### src/rtl/srgen_pkg.sv
package srgen_pkg;
    localparam int RATE_W    = 16;
    localparam int ADDR_W    = 8;
    localparam int FRAME_HZ  = 48000;
    localparam int SCALE_DEN = 7;
    localparam int THRESH    = FRAME_HZ * SCALE_DEN;
    localparam int ACC_W     = $clog2(THRESH + (2 ** RATE_W) * 10);
    localparam int N_GEN     = 2;
    localparam int N_CHAN    = 4;

    localparam logic [ADDR_W-1:0] ADDR_CTRL  = 8'h76;
    localparam logic [ADDR_W-1:0] ADDR_RATE0 = 8'h78;
    localparam logic [ADDR_W-1:0] ADDR_RATE1 = 8'h7A;

    localparam int CTL_ADC_R = 0;
    localparam int CTL_DAC_R = 2;
    localparam int CTL_MUL8  = 5;
    localparam int CTL_MUL10 = 6;
    localparam int CTL_ADC_L = 8;
    localparam int CTL_DAC_L = 10;

    localparam logic [RATE_W-1:0] RATE_RESET = RATE_W'(FRAME_HZ);

    typedef enum logic [1:0] {
        SCALE_UNITY = 2'd0,
        SCALE_8D7   = 2'd1,
        SCALE_10D7  = 2'd2
    } scale_e;

    typedef struct packed {
        logic [RATE_W-1:0] rate0;
        logic [RATE_W-1:0] rate1;
        logic [RATE_W-1:0] ctrl;
    } regs_t;
endpackage

### src/rtl/srgen_regs.sv
module srgen_regs
    import srgen_pkg::*;
(
    input  logic              clk,
    input  logic              rst_n,
    input  logic              wr_en,
    input  logic [ADDR_W-1:0] wr_addr,
    input  logic [RATE_W-1:0] wr_data,
    input  logic [ADDR_W-1:0] rd_addr,
    output logic [RATE_W-1:0] rd_data,
    output logic [RATE_W-1:0] rate0,
    output logic [RATE_W-1:0] rate1,
    output logic [RATE_W-1:0] ctrl,
    output logic [N_GEN-1:0]  gen_clr
);
    regs_t regs_d, regs_q;
    logic  hit_ctrl, hit_r0, hit_r1;

    always_comb begin
        hit_ctrl = wr_en && (wr_addr == ADDR_CTRL);
        hit_r0   = wr_en && (wr_addr == ADDR_RATE0);
        hit_r1   = wr_en && (wr_addr == ADDR_RATE1);
        regs_d   = regs_q;
        if (hit_ctrl) regs_d.ctrl  = wr_data;
        if (hit_r0)   regs_d.rate0 = wr_data;
        if (hit_r1)   regs_d.rate1 = wr_data;
        gen_clr  = {hit_r1, hit_r0};
    end

    always_ff @(posedge clk) begin
        if (!rst_n) begin
            regs_q.rate0 <= RATE_RESET;
            regs_q.rate1 <= RATE_RESET;
            regs_q.ctrl  <= '0;
        end else begin
            regs_q <= regs_d;
        end
    end

    always_comb begin
        case (rd_addr)
            ADDR_CTRL:  rd_data = regs_q.ctrl;
            ADDR_RATE0: rd_data = regs_q.rate0;
            ADDR_RATE1: rd_data = regs_q.rate1;
            default:    rd_data = '0;
        endcase
    end

    assign rate0 = regs_q.rate0;
    assign rate1 = regs_q.rate1;
    assign ctrl  = regs_q.ctrl;

    // a write to the control address lands in full on the next edge
    a_r2_ctrl_write: assert property (@(posedge clk) disable iff (!rst_n)
        (wr_en && wr_addr == ADDR_CTRL) |=> (ctrl == $past(wr_data)));
    // a write to the generator-0 rate address lands on the next edge
    a_r2_rate0_write: assert property (@(posedge clk) disable iff (!rst_n)
        (wr_en && wr_addr == ADDR_RATE0) |=> (rate0 == $past(wr_data)));
endmodule

### src/rtl/srgen_scale.sv
module srgen_scale
    import srgen_pkg::*;
#(
    parameter bit ALLOW_SCALE = 1'b0
) (
    input  logic [RATE_W-1:0] rate,
    input  logic              mul8,
    input  logic              mul10,
    output logic [ACC_W-1:0]  num
);
    logic [ACC_W-1:0] rate_x;
    scale_e           mode;

    assign rate_x = ACC_W'(rate);

    generate
        if (ALLOW_SCALE) begin : g_scaled
            always_comb begin
                if (mul10)     mode = SCALE_10D7;
                else if (mul8) mode = SCALE_8D7;
                else           mode = SCALE_UNITY;
            end
        end else begin : g_fixed
            logic unused_sel;
            assign unused_sel = mul8 ^ mul10;
            assign mode       = SCALE_UNITY;
        end
    endgenerate

    always_comb begin
        case (mode)
            SCALE_8D7:  num = (rate_x << 3);
            SCALE_10D7: num = (rate_x << 3) + (rate_x << 1);
            default:    num = (rate_x << 3) - rate_x;
        endcase
    end
endmodule

### src/rtl/srgen_accum.sv
module srgen_accum
    import srgen_pkg::*;
(
    input  logic             clk,
    input  logic             rst_n,
    input  logic             tick,
    input  logic             clr,
    input  logic [ACC_W-1:0] num,
    output logic             strobe
);
    localparam logic [ACC_W-1:0] T = ACC_W'(THRESH);

    typedef struct packed {
        logic [ACC_W-1:0] acc;
        logic             fire;
    } acc_state_t;

    acc_state_t st_d, st_q;
    logic [ACC_W-1:0] sum, rem;

    always_comb begin
        st_d      = st_q;
        st_d.fire = 1'b0;
        sum       = st_q.acc + num;
        rem       = sum - T;
        if (clr) begin
            st_d.acc = '0;
        end else if (tick) begin
            if (sum >= T) begin
                st_d.fire = 1'b1;
                st_d.acc  = (rem >= T) ? (T - 1'b1) : rem;
            end else begin
                st_d.acc = sum;
            end
        end
    end

    always_ff @(posedge clk) begin
        if (!rst_n) begin
            st_q <= '0;
        end else begin
            st_q <= st_d;
        end
    end

    assign strobe = st_q.fire;

    // remainder always stays under the threshold
    a_r3_acc_below_thresh: assert property (@(posedge clk) disable iff (!rst_n)
        st_q.acc < T);
    // a rate write leaves a zero phase and no strobe
    a_r7_clear_zero: assert property (@(posedge clk) disable iff (!rst_n)
        clr |=> (st_q.acc == '0 && !strobe));
    // a strobe only follows a tick
    a_r9_strobe_after_tick: assert property (@(posedge clk) disable iff (!rst_n)
        strobe |-> $past(tick && !clr));
endmodule

### src/rtl/srgen_route.sv
module srgen_route
    import srgen_pkg::*;
(
    input  logic              clk,
    input  logic              rst_n,
    input  logic [N_CHAN-1:0] chan_sel,
    input  logic [N_GEN-1:0]  gen_strobe,
    output logic [N_CHAN-1:0] chan_strobe
);
    generate
        for (genvar c = 0; c < N_CHAN; c++) begin : g_chan
            assign chan_strobe[c] = chan_sel[c] ? gen_strobe[1] : gen_strobe[0];
        end
    endgenerate

    // ADC pair on one generator fires together
    a_r8_adc_pair: assert property (@(posedge clk) disable iff (!rst_n)
        (chan_sel[0] == chan_sel[1]) |-> (chan_strobe[0] == chan_strobe[1]));
    // DAC pair on one generator fires together
    a_r8_dac_pair: assert property (@(posedge clk) disable iff (!rst_n)
        (chan_sel[2] == chan_sel[3]) |-> (chan_strobe[2] == chan_strobe[3]));
endmodule

### src/rtl/dual_srgen.sv
module dual_srgen
    import srgen_pkg::*;
(
    input  logic              clk,
    input  logic              rst_n,
    input  logic              frame_tick,
    input  logic              wr_en,
    input  logic [7:0]        wr_addr,
    input  logic [15:0]       wr_data,
    input  logic [7:0]        rd_addr,
    output logic [15:0]       rd_data,
    output logic [3:0]        chan_strobe
);
    logic [RATE_W-1:0] rate0, rate1, ctrl;
    logic [N_GEN-1:0]  gen_clr;
    logic [N_GEN-1:0]  gen_strobe;
    logic [RATE_W-1:0] gen_rate [N_GEN];
    logic [N_CHAN-1:0] chan_sel;

    srgen_regs u_regs (
        .clk     (clk),
        .rst_n   (rst_n),
        .wr_en   (wr_en),
        .wr_addr (wr_addr),
        .wr_data (wr_data),
        .rd_addr (rd_addr),
        .rd_data (rd_data),
        .rate0   (rate0),
        .rate1   (rate1),
        .ctrl    (ctrl),
        .gen_clr (gen_clr)
    );

    assign gen_rate[0] = rate0;
    assign gen_rate[1] = rate1;

    generate
        for (genvar g = 0; g < N_GEN; g++) begin : g_gen
            logic [ACC_W-1:0] num;
            srgen_scale #(.ALLOW_SCALE(g == 1)) u_scale (
                .rate  (gen_rate[g]),
                .mul8  (ctrl[CTL_MUL8]),
                .mul10 (ctrl[CTL_MUL10]),
                .num   (num)
            );
            srgen_accum u_accum (
                .clk    (clk),
                .rst_n  (rst_n),
                .tick   (frame_tick),
                .clr    (gen_clr[g]),
                .num    (num),
                .strobe (gen_strobe[g])
            );
        end
    endgenerate

    assign chan_sel = {ctrl[CTL_DAC_R], ctrl[CTL_DAC_L], ctrl[CTL_ADC_R], ctrl[CTL_ADC_L]};

    srgen_route u_route (
        .clk         (clk),
        .rst_n       (rst_n),
        .chan_sel    (chan_sel),
        .gen_strobe  (gen_strobe),
        .chan_strobe (chan_strobe)
    );
endmodule

### config.mk
export PLATFORM = sky130hd
export DESIGN_NAME = dual_srgen
export DESIGN_NICKNAME = d
export VERILOG_FILES = /design/src/rtl/srgen_pkg.sv /design/src/rtl/srgen_regs.sv /design/src/rtl/srgen_scale.sv /design/src/rtl/srgen_accum.sv /design/src/rtl/srgen_route.sv /design/src/rtl/dual_srgen.sv
export SDC_FILE = /design/constraint.sdc
export NUM_CORES = 1
export LEC_CHECK = 0
export BUFFER_PORTS_ARGS = -buffer_cell sky130_fd_sc_hd__clkbuf_2
export CORE_ASPECT_RATIO = 1.2
export CORE_MARGIN = 1.5
export CORE_UTILIZATION = 63
export DETAILED_ROUTE_END_ITERATION = 6
export GPL_TIMING_DRIVEN = 1
export PLACE_DENSITY_LB_ADDON = 0.1
export SYNTH_ARGS = -nofsm -noshare
export SYNTH_HDL_FRONTEND = slang
export SYNTH_SLANG_ARGS = --single-unit
### constraint.sdc
create_clock -name clk -period 8.69 [get_ports clk]
set_clock_uncertainty 0.2 [all_clocks]
set_input_delay 1.3035 -clock clk [delete_from_list [all_inputs] [get_ports clk]]
set_output_delay 1.3035 -clock clk [all_outputs]
set_load 0.01 [all_outputs]
==> key figures <==
Status
  • Run status: finished, final reports clean

Placed design
  • Pre-CTS setup slack: between 2000 and 2500 ps
  • Inst Count DP: roughly 1400
  • Post-DP HPWL: between 15 and 20 mm
  • Final Wtd Congestion: between 0.9 and 1
  • Port bufs: 55

GRT
  • Vias in the first global route: 8364
  • Largest net degree at the start of global routing: 63
  • First-pass GRT wire length: between 40 and 50 mm
  • GRT Total Usage: roughly 33%
  • GR Overflow Total: 0
  • Number of antenna violations at the first check in global routing: 0

Timing
  • Final TNS setup: 0 ps
  • Setup violators final: 0
  • Slew HR: a little under two fifths
  • Tcrit/Tclk final: between 70 and 80%
  • Max frequency: 148 MHz
  • Final Max Tran Viols: 0
  • Minimum clock period: a little under 7000 ps
  • Hold Slack: between 200 and 300 ps
  • Final Hold Fails: 0
  • Worst slew pin tran: 944 ps
  • RSZ-0062 raised after global routing: no
  • Post-route setup slack: about 1900 ps

Clocking
  • TritonCTS clock tree: yes
  • Max Root-Sink Buffers: 2
  • Postcts setup bufs: 0
  • Clock root buffer: clkbuf_16
  • H-tree lvl count: 3
  • CTS hold repair buffers: 0
  • CTS Buf Count: 9
  • Worst-skew pair later-pin latency: around 360 ps
  • Clock slew at reported path FFs: ~70 ps
  • Post-CTS Resized: 0
  • Clock sinks: 90

Floorplanning
  • CORE AREA: 14500 sq um
  • Row cnt: 48
  • Starting Density: about two thirds
  • DIE HEIGHT: roughly 140 microns
  • Die width: ~110 microns
  • Die area: roughly 16000 sq um
  • IO Count: 56

Synthesis
  • Yosys cell types: just over 90
  • Synthesis Warnings: 0
  • Sequential share of the synthesized area: 19.1%
  • Post-synth net total: between 1000 and 1500
  • Post-Synthesis Cell Area: roughly 9400 sq um
  • Number of enable flip-flop cells after synthesis: 0
  • Synthesized area per cell: 7.72 sq um
  • Mapped Cells: ~1200
  • Cell taking the most area after synthesis: dfxtp_1
  • Top post-synthesis cells by area: dfxtp_1 19%, ha_1 10%, mux2i_1 5.2%, inv_1 4.7%, nand2_1 4.7%
  • Post-synthesis async set-or-reset flop share: 0%
  • Post-synthesis register bit count: 90
  • Ys flop type: dfxtp_1
  • Post-synth top area share: a little under a fifth

Setup path
  • Crit. End Element: flop
  • WS Path Type: reg -> reg
  • Register-to-register setup slack: around 1900 ps
  • Required time worst endpoint: approximately 8700 ps
  • Reg2reg end: g_gen[1].u_accum.st_q[1]$_SDFFE_PP0P_
  • R2R depth: 24
  • CP max FO: 9
  • Setup crit start kind: flop
  • R2r startpoint: u_regs.rate1[3]$_SDFFE_PN0P_
  • CP Data Arrival Time: about 6800 ps

Final layout
  • Most common cell after layout, fill and taps aside: inv_1
  • Fraction of layout cells with a size suffix above 1: between 10% and 20%
  • Fillcell total: 1223
  • # diodes: 0
  • Final Non-Filler Cells: between 1000 and 1500
  • Most frequent cells in the layout: 118 x inv_1, 117 x nand2_1, 90 x dfxtp_1, 83 x a21oi_1, 82 x o21ai_0
  • Layout net count: about 1400
  • P&R area growth vs syn: 7.52%

Power and ir drop
  • Lkg Pwr: 4.56 nW
  • VDD IR-drop max: slightly below 0.3 mV
  • PwrDens: roughly 310 nW/um^2

Hold path
  • WHS Endpoint: g_gen[0].u_accum.st_q[19]$_SDFFE_PP0P_
  • Hold path depth: 2
  • Hold Crit Class: reg -> reg
  • Worst hold start: g_gen[0].u_accum.st_q[19]$_SDFFE_PP0P_

Route
  • Remaining antenna violation count after routing: 0
  • Total number of vias: 9046
  • DRC violations left: 0
  • Avg WL per Cell: ~18 microns
  • Via/cell ratio: between 6 and 7
  • Pre-antenna DRT Iters: 5
  • Drt initial violations: 573
  • WL final: 25.6 mm

Flow run
  • # Max-Cap Violations: 0
[power breakdown]
part,switching (mW),leakage (nW),total (mW),internal [mW]
clock,0.183,0.141,0.410,0.227
combinational,1.34,3.68,2.21,0.864
sequential,0.0535,0.735,0.539,0.486
[layout make-up]
type                       count  area, sq um  area share [%]
clock buffer                  10          229            2.26
clock inverter                 6         73.8           0.729
inverter                     118          443            4.38
multi-input combinational    963         6980            69.0
sequential                    90         1800            17.8
tap                          200          250            2.47
timing repair buffer          64          343            3.39
[layer usage]
metal  share of wire [%]  track usage, %  wire length [microns]  up-vias
met3                 4.7            4.92                   1210       66
li1                    -               -                      -     4489
met5                   0               0                      0        -
met2                  49            57.6                  12400      260
met4                 5.1            17.6                   1310        0
met1                  42            39.7                  10600     4231
[stage by stage]
step / power (mW) / utilization, % / instance area (sq um)
detailed placement: 2.70 / 67.8 / 9820
CTS: 3.12 / 69.9 / 10100
floorplan: 2.25 / - / 9410
global placement: 2.67 / 67.8 / 9820
global route: 3.42 / 69.9 / 10100
finish: 3.16 / 69.9 / 10100
[flip-flops by register name (all words and copies together), names as in the netlist]
register,flops
u_regs.ctrl,16
g_gen.u_accum.strobe,2
u_regs.rate0,16
u_regs.rate1,16
g_gen.u_accum.st_q,40
[critical path, cell delays in order, from the launching register on]
cell and delay, ps:
dfxtp_1 460, inv_1 120, ha_1 350, and3b_1 200, o21a_1 180, o21ai_0 200
a21oi_1 120, o21ai_0 220, a21oi_1 120, o21a_1 200, o2111a_1 280, o41ai_1 380
xnor2_1 160, o221ai_1 140, ha_1 410, and2_1 190, a221o_1 320, a21o_1 220
o21a_1 200, o311ai_0 400, xnor2_1 240, xor2_1 470, o21ai_2 230, o21ai_1 470
a31oi_1 140
[cell families (layout without fill, tap and decap cells)]
logic type | after synthesis | count (layout) | share of synthesized area (%)
AOI/OAI and AO/OA | 382 | 382 | 27.9
and+or+nand+nor | 374 | 374 | 21.0
buffers and inverters | 166 | 198 | 6.77
adders and majority gates | 93 | 93 | 13.6
DFF | 90 | 90 | 19.1
xor gates and xnor gates | 57 | 57 | 5.38
muxes | 57 | 57 | 6.20
[cell usage after synthesis, types with 17 or more instances]
cell type  instances
o21a_1            18
a211oi_1          17
ha_1              77
nand2_1          117
mux2i_1           49
xnor2_1           30
inv_1            118
dfxtp_1           90
nand3_1           19
xor2_1            26
a21oi_1           83
clkbuf_1          41
a21o_1            19
nor3_1            33
o211ai_1          19
o21ai_0           82
nor2b_1           30
nor2_1            57
[worst max-delay path by stage]
stage                                       startpoint                                      to  slack, ps
after floorplan           u_regs.rate1[3]$_SDFFE_PN0P_  g_gen[1].u_accum.st_q[12]$_SDFFE_PP0P_       2650
after global placement    u_regs.rate1[3]$_SDFFE_PN0P_   g_gen[1].u_accum.st_q[2]$_SDFFE_PP0P_       2230
after detailed placement  u_regs.rate1[3]$_SDFFE_PN0P_   g_gen[1].u_accum.st_q[1]$_SDFFE_PP0P_       2060
after CTS                 u_regs.rate1[3]$_SDFFE_PN0P_   g_gen[1].u_accum.st_q[1]$_SDFFE_PP0P_       2020
after global routing      u_regs.rate1[3]$_SDFFE_PN0P_   g_gen[1].u_accum.st_q[6]$_SDFFE_PP0P_       1360
final                     u_regs.rate1[3]$_SDFFE_PN0P_   g_gen[1].u_accum.st_q[1]$_SDFFE_PP0P_       1930
Power figures use the tool's default switching activity.
